===== config.mk =====
export PLATFORM = sky130hd
export DESIGN_NAME = tbc_fsm
export DESIGN_NICKNAME = d
export VERILOG_FILES = /design/src/rtl/tbc_pkg.sv /design/src/rtl/tbc_fsm.sv
export SDC_FILE = /design/constraint.sdc
export NUM_CORES = 1
export LEC_CHECK = 0
export ABC_AREA = 1
export BUFFER_PORTS_ARGS = -buffer_cell sky130_fd_sc_hd__clkbuf_2
export CAP_MARGIN = 40
export CORE_AREA = 2 2 39 41
export CTS_CLUSTER_DIAMETER = 30
export DETAILED_ROUTE_END_ITERATION = 7
export DIE_AREA = 0 0 41 43
export GPL_ROUTABILITY_DRIVEN = 0
export GPL_TIMING_DRIVEN = 0
export SETUP_SLACK_MARGIN = 0.5
export SYNTH_ARGS = -nofsm -noshare
export SYNTH_HDL_FRONTEND = slang
export SYNTH_SLANG_ARGS = --single-unit

===== constraint.sdc =====
create_clock -name tclk -period 1.1 [get_ports tclk]
set_input_delay 0.165 -clock tclk [delete_from_list [all_inputs] [get_ports tclk]]
set_output_delay 0.165 -clock tclk [all_outputs]
set_load 0.02 [all_outputs]

===== src/rtl/tbc_pkg.sv =====
package tbc_pkg;

    localparam int CTL_W = 8;

    typedef enum logic [1:0] {
        PH_NORMAL = 2'd0,
        PH_LOAD   = 2'd1,
        PH_READ   = 2'd2,
        PH_TURN   = 2'd3
    } phase_e;

    // byte count for a size code; the reserved code steps like a word
    function automatic logic [2:0] size_bytes(input logic [1:0] code);
        logic [2:0] n;
        unique case (code)
            2'b00:   n = 3'd1;
            2'b01:   n = 3'd2;
            default: n = 3'd4;
        endcase
        return n;
    endfunction

endpackage


===== src/rtl/tbc_fsm.sv =====
module tbc_fsm
    import tbc_pkg::*;
(
    input  logic   tclk,
    input  logic   rst_n,
    input  logic   a_sync,
    input  logic   req_a,
    input  logic   req_b,
    input  logic   smp,
    output phase_e st
);
    phase_e nxt;

    always_ff @(negedge tclk or negedge rst_n) begin
        if (!rst_n) st <= PH_NORMAL;
        else        st <= nxt;
    end

    always_comb begin
        nxt = st;
        unique case (st)
            PH_NORMAL: if (a_sync) nxt = PH_LOAD;
            PH_LOAD: begin
                if (smp) begin
                    if (!req_a && !req_b)     nxt = PH_NORMAL;
                    else if (!req_a && req_b) nxt = PH_READ;
                end
            end
            PH_READ: begin
                if (smp && !(!req_a && req_b)) nxt = PH_TURN;
            end
            PH_TURN: begin
                if (smp) begin
                    if (req_a)      nxt = PH_LOAD;
                    else if (req_b) nxt = PH_READ;
                    else            nxt = PH_NORMAL;
                end
            end
        endcase
    end
endmodule


==> results.md, run 1 <==
* R2R setup slack at 120 ps
* Reg clk slew, reported paths at 30 ps
* Biggest register: st
* Clock root buffer: clkbuf_4
* Vias at 154
* Setup ws final at -412 ps
* Buffers on Ports at 7
* Crit-path cells: clkbuf_8
* NumNets Final at 37
* P&R area growth vs syn at 119%
* Die area at 1760 sq um
* Ys flop type: dfrtn_1
* Synth area leader: dfrtn_1
* Fraction of layout cells with a size suffix above 1 at 65.5%
* Top-level I/O count at 8
* Reg2Reg Depth at 5
* R2r endpoint: st[1]$_DFFE_NN0P_
* Worst path max stage delay at 410 ps
* CTS tree: built
* Clock power share at 25.1%
* Mapped Nets at 23
* Fillers at 155
* Global route total overflow at 0
* Commonest cells post-synth: nand2_1 (5), inv_1 (3), a21oi_1 (2), dfrtn_1 (2)
* Yosys top cell area share at 43.0%
* Switching power at 0.212 mW
* Largest net degree at the start of global routing at 5
* Clock Latency Late Sink at 230 ps
* YS warnings at 0
* First-pass GRT wire length at 455 um
* Largest family of logic cells by synthesized area: simple AND/OR/NAND/NOR gates
* Compound-Gate Fraction of Synth Area at 12.9%
* Cell Count, Final, Fillers Out at 45
* Die H at 43 um
* Clock Path Buffers at 2
* Final ANT Viol Nets at 0
* Combinational group share of total power at 53.4%
* Via-to-Cell Ratio at 3.42
* Top Registers: st (2)
* # rows at 14
* Max FFs per register at 2
* Inst Count DP at 40
* Post-layout util at 18.4%
* Largest cells by area after synthesis: dfrtn_1 (43%), nand2_1 (16%), inv_1 (9.7%), a21oi_1 (8.6%), nand3b_1 (6.5%)
* Actual slew at the worst max-slew pin at 137 ps
* Crit-path leading delay family: flip-flops
* TritonCTS Buffers at 3
* Final Skew at 1.76 ps
* Cell Area, Synth at 116 sq um
* Post-Synth Adder-Cell Area at 0%
* Post-Synthesis Cells at 17
* Reg-to-reg critical path startpoint: st[0]$_DFFE_NN0P_
* Initial antenna violation count at 0
* Register bit total from synthesis at 2
* Pwr Density at 2420 nW/um^2
* N_diodes at 0
* Sw frac at 34.2%
* CTS sink cnt at 2
* First-pass DRT Iterations at 2
* WP data arrival at 1350 ps
* Core Region at 1380 sq um
* Hold Vio Cnt, Final at 0
* Largest fanout on the critical path at 2
* Critical path startpoint category: flip-flop
* Status: complete, but fails checks
* DRT iter0 DRCs at 2
* Rel. slew slack at 90.8%
* Mean Syn Cell Area at 6.84 sq um
* Ys async rst share at 100%
* Crit path buffers/inverters at 1
* Netlist cell types at 9
* CP max stage cell: dfrtn_1
* HP Class: input port to asynchronous set/reset pin
* Failing checks: setup timing
* Crit Path Class: flip-flop to output port
* Req. time, crit path at 940 ps
* Post-synthesis sequential area ratio at 43.0%
* Slew Viols, Final at 0
* Vias in the first global route at 157
* Crit end category: output port
* Post-Synth XOR/XNOR Area at 0%
* Finish-stage setup viols at 2
* Sequential power share at 21.6%
* RSZ-0062 raised after global routing: yes
* Peak supply drop at 0.406 mV
* Post-synthesis simple-gate area fraction at 31.2%
* DRC viols at 0
* Setup TNS at -808 ps
* Drt wl/cell at 6.24 um
* H-tree levels at 1
* Maxcap violations at 0
* Final wirelength at 281 um
* Starting density of the core at 8.41%
* Die Width at 41 um
* Leakage at 0.133 nW
* Cell with the most instances after synthesis: nand2_1
* Int Pwr at 0.407 mW
* Multiplexer share of the synthesized area at 0%
* Number of synthesized flops with an enable pin at 0
* All-Layer GR Usage at 4.00%
[worst max-delay path by stage]
stage | startpoint | endpoint | cells after the start
after floorplan | st[0]$_DFFE_NN0P_ | st[0] | 0
after global placement | st[0]$_DFFE_NN0P_ | st[0] | 1
after detailed placement | st[0]$_DFFE_NN0P_ | st[0] | 1
after CTS | st[0]$_DFFE_NN0P_ | st[0] | 1
after global routing | st[0]$_DFFE_NN0P_ | st[0] | 1
final | st[0]$_DFFE_NN0P_ | st[0] | 1
[placed cells by master, fill, tap and decap left out, types with 2 or more instances in the layout]
cell	n
nand2_2	3
nand2_1	3
clkbuf_4	3
clkbuf_2	3
inv_2	2
inv_1	2
a21oi_2	2
clkbuf_8	2
buf_4	2
dfrtn_1	2
[what timing repair did]
action	CTS	global route
hold buffers	0	0
resized for setup	9	3
pin swaps	3	4
setup endpoints to repair	4	4
buffers inserted	2	0
[layer usage]
metal  share of wire (%)  wire (um)  track usage (%)  vias to the layer above
li1                    -          -                -                       76
met1                  30         85             2.55                       73
met2                  63        178             7.19                        5
met3                 6.0         17                0                        0
met4                   0          0             6.00                        0
met5                   0          0                0                        -
[kinds of logic after synthesis]
| logic type | count (synthesis) |
|---|---|
| buf+inv | 4 |
| flops | 2 |
| compound gates | 3 |
| simple gates | 8 |
[metrics by stage]
| stage | total power [mW] | hold WS [ps] | setup WS (ps) | area, sq um |
|---|---|---|---|---|
| after detailed placement | 0.322 | 395 | -210 | 171 |
| final | 0.619 | 150 | -412 | 255 |
| after floorplan | 0.256 | 311 | -117 | 116 |
| after global routing | 0.665 | 145 | -447 | 255 |
| after CTS | 0.624 | 143 | -423 | 248 |
| after global placement | 0.316 | 392 | -197 | 171 |
[area by class of cell]
class | instances | area [sq um] | share of cell area (%)
well taps | 16 | 20.0 | 7.84
repair buffers | 9 | 83.8 | 32.8
inverters | 4 | 15.0 | 5.88
flip-flops and latches | 2 | 50.0 | 19.6
clock buffers | 3 | 22.5 | 8.82
multi-input cells | 11 | 63.8 | 25.0
[power groups by stage]
stage	Sequential [mW]	Clock [mW]	Combinational (mW)
finish	0.133	0.155	0.330
detailed placement	0.140	0	0.182
global route	0.138	0.164	0.363
global placement	0.137	0	0.179
CTS	0.134	0.164	0.326
floorplan	0.180	0	0.0764
No activity file was read; power rests on OpenSTA's default activity.
==> inputs of run 2 (changes only) <==
--- a/config.mk
+++ b/config.mk
@@ -8,12 +8,15 @@
 export ABC_AREA = 1
 export BUFFER_PORTS_ARGS = -buffer_cell sky130_fd_sc_hd__clkbuf_2
 export CAP_MARGIN = 40
+export CELL_PAD_IN_SITES_DETAIL_PLACEMENT = 1
+export CELL_PAD_IN_SITES_GLOBAL_PLACEMENT = 1
 export CORE_AREA = 2 2 39 41
 export CTS_CLUSTER_DIAMETER = 30
 export DETAILED_ROUTE_END_ITERATION = 7
 export DIE_AREA = 0 0 41 43
 export GPL_ROUTABILITY_DRIVEN = 0
 export GPL_TIMING_DRIVEN = 0
+export PLACE_DENSITY_LB_ADDON = 0.1
 export SETUP_SLACK_MARGIN = 0.5
 export SYNTH_ARGS = -nofsm -noshare
 export SYNTH_HDL_FRONTEND = slang
==> run 2 against run 1 <==
The run still ends with setup timing left. Register-to-register slack got worse by 40 ps. Highest routed layer unchanged. Critical path type unchanged. Cell count increased by 2.2%. First-iteration DRC count unchanged. Clock power increased by 3%. Hold slack got worse by 7.5 ps. Sequential share of layout area decreased by 1.2 points. Non-clock buffer count increased by 1. Sequential power about the same. Clock skew increased by 3.4 ps.
==> results.md, run 2 (synthesis gave the netlist of run 1 again) <==
* Hpwl dp at 288 um
* P&R area growth vs syn at 133%
* Crit Path Class: flip-flop to output port
* Worst hold slack at 142 ps (-7.49 ps)
* Fillers at 165 (+6.5%)
* Routed wl met3 at 58 um (+240%)
* Status: complete, but fails checks
* Req. time, crit path at 940 ps (about the same)
* R2R setup slack at 80 ps (-40 ps)
* Sw frac at 36.8% (+2.6 points)
* DRC viols at 0 (unchanged)
* CTS tree: built
* Peak supply drop at 0.789 mV (+94%)
* Area of placed instances at 171 sq um (unchanged)
* Largest net degree at the start of global routing at 5 (unchanged)
* Crit path buffers/inverters at 1 (unchanged)
* Critical path depth at 1 (unchanged)
* Fraction of layout cells with a size suffix above 1 at 70.0% (+4.5 points)
* Final total power at 0.721 mW (+17%)
* Met1 wire length at 140 um (+65%)
* Maxcap violations at 0 (unchanged)
* Via-to-Cell Ratio at 3.33 (-2.8%)
* Vias at 153 (-0.65%)
* Final wirelength at 408 um (+45%)
* Pwr Density at 2660 nW/um^2 (+9.6%)
* DRT iter0 DRCs at 2 (unchanged)
* Setup ws final at -426 ps (-14.4 ps)
* Post-Layout Inst Area at 272 sq um (+6.4%)
* Die area at 1760 sq um (unchanged)
* Leakage at 0.138 nW (+4.2%)
* Clock root buffer: clkbuf_4
* RSZ-0062 raised after global routing: yes
* Slew Viols, Final at 0 (unchanged)
* Max FFs per register at 2 (unchanged)
* HP Class: input port to asynchronous set/reset pin
* Die Width at 41 um (unchanged)
* Drt wl/cell at 8.87 um (+42%)
* Biggest register: st
* N_diodes at 0 (unchanged)
* Clock Path Buffers at 2 (unchanged)
* Reg clk slew, reported paths at 30 ps (about the same)
* Cell Count, Final, Fillers Out at 46 (+2.2%)
* Rel. slew slack at 90.4% (-0.38 points)
* Vias in the first global route at 172 (+9.6%)
* # rows at 14 (unchanged)
* R2r endpoint: st[1]$_DFFE_NN0P_
* Actual slew at the worst max-slew pin at 142 ps (+5.61 ps)
* Reg-to-reg critical path startpoint: st[1]$_DFFE_NN0P_
* TritonCTS Buffers at 3 (unchanged)
* NumNets Final at 38 (+2.7%)
* Initial antenna violation count at 0 (unchanged)
* Global route total overflow at 0 (unchanged)
* Core Region at 1380 sq um (unchanged)
* Final Skew at 5.13 ps (+3.37 ps)
* Inst Count DP at 40 (unchanged)
* Failing checks: setup timing
* Multi-input gate area at 73.8 sq um (+16%)
* First-pass GRT wire length at 669 um (+47%)
* All-Layer GR Usage at 6.23% (+2.2 points)
* Reg2Reg Depth at 7 (+2)
* Int Pwr at 0.456 mW (+12%)
* WP data arrival at 1360 ps (about the same)
* Combinational group share of total power at 59.1% (+5.7 points)
* Metal2 WL at 209 um (+17%)
* Crit-path leading delay family: flip-flops
* Top-level I/O count at 8 (unchanged)
* Crit-path cells: clkbuf_8
* Largest fanout on the critical path at 2 (unchanged)
* Critical path startpoint category: flip-flop
* Switching power at 0.265 mW (+25%)
* Crit end category: output port
* Buffers on Ports at 7 (unchanged)
* H-tree levels at 1 (unchanged)
* Clock power share at 22.2% (-2.9 points)
* First-pass DRT Iterations at 2 (unchanged)
* Die H at 43 um (unchanged)
* Starting density of the core at 8.41% (unchanged)
* Hold Vio Cnt, Final at 0 (unchanged)
* CP max stage cell: dfrtn_1
* Sequential power share at 18.6% (-3.0 points)
* Worst path max stage delay at 420 ps (about the same)
* Register Area at 50.0 sq um (unchanged)
* Post-CTS Hold Fix Bufs at 0 (unchanged)
* Clock Latency Late Sink at 240 ps (about the same)
* Final ANT Viol Nets at 0 (unchanged)
* Finish-stage setup viols at 2 (unchanged)
* Top Registers: st (2)
* Top Layer Used: met3
* Commonest non-fill, non-tap cells in the layout: nand2_2 (4), clkbuf_2 (4), clkbuf_4 (3), clkbuf_8 (3)
* CTS sink cnt at 2 (unchanged)
==> run 2: changes by cell type in the layout (fill, tap and decap cells not counted), sizes merged <==
| cell | delta |
|---|---|
| clkbuf | +2 |
| buf | -1 |
==> run 2: metrics by stage <==
step | utilization, % | setup slack, ps | setup TNS [ps]
after global routing | 19.6 | -455 | -894
after CTS | 17.9 | -422 | -835
after floorplan | - | -117 | -290
after global placement | 12.4 | -225 | -772
after detailed placement | 12.4 | -217 | -759
final | 19.6 | -426 | -830
==> run 2: power groups by stage <==
stage | Combinational [mW] | Clock [mW] | Sequential (mW)
finish | 0.427 | 0.160 | 0.134
floorplan | 0.0764 | 0 | 0.180
CTS | 0.340 | 0.170 | 0.133
detailed placement | 0.193 | 0 | 0.141
global placement | 0.191 | 0 | 0.143
global route | 0.461 | 0.179 | 0.139
==> run 2: metal layers <==
metal,vias up,global-route usage [%]
met2,6,8.13
met3,0,5.76
met4,0,6.00
met1,69,5.16
li1,78,-
met5,-,0
==> run 2: area by class of cell <==
class | instances | area share [%]
clock buffers | 3 | 8.29
inverters | 4 | 6.45
multi-input cells | 11 | 27.2
flip-flops and latches | 2 | 18.4
well taps | 16 | 7.37
repair buffers | 10 | 32.3
==> run 2: timing repair <==
action                     4_1_cts  5_1_grt
gates cloned                     0        0
setup endpoints to repair        4        4
setup buffers                    2        1
pin swaps                        3        0
resized for setup                9        5
==> run 2: worst max path at each step <==
stage               slack [ps]               from  endpoint
global placement          -220  st[1]$_DFFE_NN0P_     st[1]
floorplan                 -120  st[0]$_DFFE_NN0P_     st[0]
CTS                       -420  st[1]$_DFFE_NN0P_     st[1]
detailed placement        -220  st[0]$_DFFE_NN0P_     st[0]
finish                    -430  st[1]$_DFFE_NN0P_     st[1]
global route              -450  st[1]$_DFFE_NN0P_     st[1]
==> inputs of run 3 (changes only) <==
--- a/config.mk
+++ b/config.mk
@@ -16,7 +16,7 @@
 export DIE_AREA = 0 0 41 43
 export GPL_ROUTABILITY_DRIVEN = 0
 export GPL_TIMING_DRIVEN = 0
-export PLACE_DENSITY_LB_ADDON = 0.1
+export PLACE_DENSITY = 0.42
 export SETUP_SLACK_MARGIN = 0.5
 export SYNTH_ARGS = -nofsm -noshare
 export SYNTH_HDL_FRONTEND = slang
==> constraint.sdc (replaced) <==
create_clock -name tclk -period 1.3 [get_ports tclk]
set_input_delay 0.195 -clock tclk [delete_from_list [all_inputs] [get_ports tclk]]
set_output_delay 0.195 -clock tclk [all_outputs]
set_load 0.02 [all_outputs]
==> run 3 against run 2 <==
The flow still finishes with violations (setup timing). Flip-flop and latch count stayed put. Design area is 6.5% higher. Sequential share of layout area is 1.1 points lower. Die area stayed put. Highest routed layer is now met4.
==> results.md, run 3 (synthesis gave the netlist of run 1 again) <==
* Status: complete, but fails checks
* Failing checks: setup timing
* Clock power share at 22.5% (+0.3 points)
* Die H at 43 um (unchanged)
* Hpwl dp at 268 um (-6.9%)
* Global route total overflow at 0 (unchanged)
* Sequential power share at 19.9% (+1.3 points)
* NumNets Final at 39 (+2.6%)
* Post-layout util at 20.9% (+1.3 points)
* Setup TNS at -738 ps (+91.6 ps)
* P&R area growth vs syn at 148%
* All-Layer GR Usage at 5.22% (-1.0 points)
* Buffers on Ports at 7 (unchanged)
* Via-to-Cell Ratio at 3.47 (+4.3%)
* Sw frac at 36.1% (-0.66 points)
* N_diodes at 0 (unchanged)
* Rel. slew slack at 90.8% (+0.39 points)
* RSZ-0062 raised after global routing: yes
* Maxcap violations at 0 (unchanged)
* Clock root buffer: clkbuf_4
* CTS tree: built
* Vias at 163 (+6.5%)
* Met2 usage at 6.25% (-1.9 points)
* Pwr Density at 2100 nW/um^2 (-21%)
* GRT met1 Usage at 4.50% (-0.66 points)
* GRT busiest layer: met4
* TritonCTS Buffers at 3 (unchanged)
* Crit-path cells: clkbuf_8
* Final wirelength at 456 um (+12%)
* DRC viols at 0 (unchanged)
* Final Skew at 0.646 ps (-4.48 ps)
* Peak supply drop at 0.596 mV (-24%)
* Leakage at 0.150 nW (+8.6%)
* Worst path max stage delay at 430 ps (about the same)
* Initial antenna violation count at 0 (unchanged)
* Die area at 1760 sq um (unchanged)
* Actual slew at the worst max-slew pin at 137 ps (-5.74 ps)
* Largest fanout on the critical path at 2 (unchanged)
* Top-level I/O count at 8 (unchanged)
* Starting density of the core at 8.41% (unchanged)
* Combinational group share of total power at 57.6% (-1.5 points)
* Dpl ws at -151 ps (+66.1 ps)
* Biggest register: st
* Commonest non-fill, non-tap cells in the layout: buf_4 (4), clkbuf_4 (3), clkbuf_2 (3)
* Fraction of layout cells with a size suffix above 1 at 74.2% (+4.2 points)
* Drt wl/cell at 9.70 um (+9.4%)
* Die Width at 41 um (unchanged)
* # rows at 14 (unchanged)
* Clock Path Buffers at 2 (unchanged)
* Final ANT Viol Nets at 0 (unchanged)
* Int Pwr at 0.387 mW (-15%)
* Critical path startpoint category: flip-flop
* H-tree levels at 1 (unchanged)
* Crit path buffers/inverters at 1 (unchanged)
* Crit end category: output port
* M3 GR Usage at 3.14% (-2.6 points)
* Req. time, crit path at 1110 ps (+170 ps)
* Top Registers: st (2)
* Finish-stage setup viols at 2 (unchanged)
* DRT iter0 DRCs at 0 (-2)
* Most common cell after layout, fill and taps aside: buf_4
* First-pass DRT Iterations at 1 (-1)
* Vias in the first global route at 164 (-4.7%)
* Max FFs per register at 2 (unchanged)
* WP data arrival at 1480 ps (+120 ps)
* Reg clk slew, reported paths at 30 ps (about the same)
* CP max stage cell: dfrtn_1
* Clock Latency Late Sink at 240 ps (about the same)
* Slew Viols, Final at 0 (unchanged)
* Largest net degree at the start of global routing at 5 (unchanged)
* First-pass GRT wire length at 531 um (-21%)
* Switching power at 0.219 mW (-18%)
* Hold Vio Cnt, Final at 0 (unchanged)
* Final total power at 0.606 mW (-16%)
* Core Region at 1380 sq um (unchanged)
* Crit Path Class: flip-flop to output port
* Crit-path leading delay family: flip-flops
* CTS sink cnt at 2 (unchanged)
* Setup ws final at -370 ps (+55.7 ps)
* HP Class: input port to asynchronous set/reset pin
-- run 3: layer usage --
metal	wire, um	share of wire, %
met1	195	43
met2	212	46
met3	42	9.2
met4	6	1.3
met5	0	0
-- run 3: final cells by class --
class | instances | area (sq um)
clock buffer | 3 | 22.5
timing repair buffer | 11 | 103
inverter | 4 | 17.5
multi-input combinational | 11 | 76.3
tap | 16 | 20.0
sequential | 2 | 50.0
fill | 173 | 1090
-- run 3: power groups by stage --
stage / Combinational (mW) / Sequential, mW / Clock [mW]
final: 0.349 / 0.121 / 0.136
after global routing: 0.373 / 0.122 / 0.153
after CTS: 0.279 / 0.118 / 0.150
after detailed placement: 0.157 / 0.122 / 0
after global placement: 0.154 / 0.119 / 0
after floorplan: 0.0646 / 0.152 / 0
-- run 3: path summary, 6_finish.rpt --
check,from,endpoint,slack [ps],cells after the start
worst min register to register,st[0]$_DFFE_NN0P_,st[0]$_DFFE_NN0P_,770,4
worst min-delay path,rst_n,st[1]$_DFFE_NN0P_,270,1
max in group asynchronous,rst_n,st[0]$_DFFE_NN0P_,900,1
min in group tclk,st[0]$_DFFE_NN0P_,st[0]$_DFFE_NN0P_,770,4
worst max register to register,st[0]$_DFFE_NN0P_,st[1]$_DFFE_NN0P_,200,6
worst max-delay path,st[1]$_DFFE_NN0P_,st[1],-370,1
-- run 3: what timing repair did --
item,CTS,global route
setup buffers,2,2
endpoints found under the setup margin,4,4
gates resized for setup,9,10
pin swaps,3,4
hold buffers,0,0
-- run 3: per-stage QoR --
step | cell area (sq um) | hold WS, ps | instances
2_1_floorplan | 116 | 441 | 17
3_3_place_gp | 171 | 522 | 40
3_5_place_dp | 171 | 524 | 40
4_1_cts | 248 | 264 | 45
5_1_grt | 289 | 265 | 47
6_report | 289 | 275 | 47
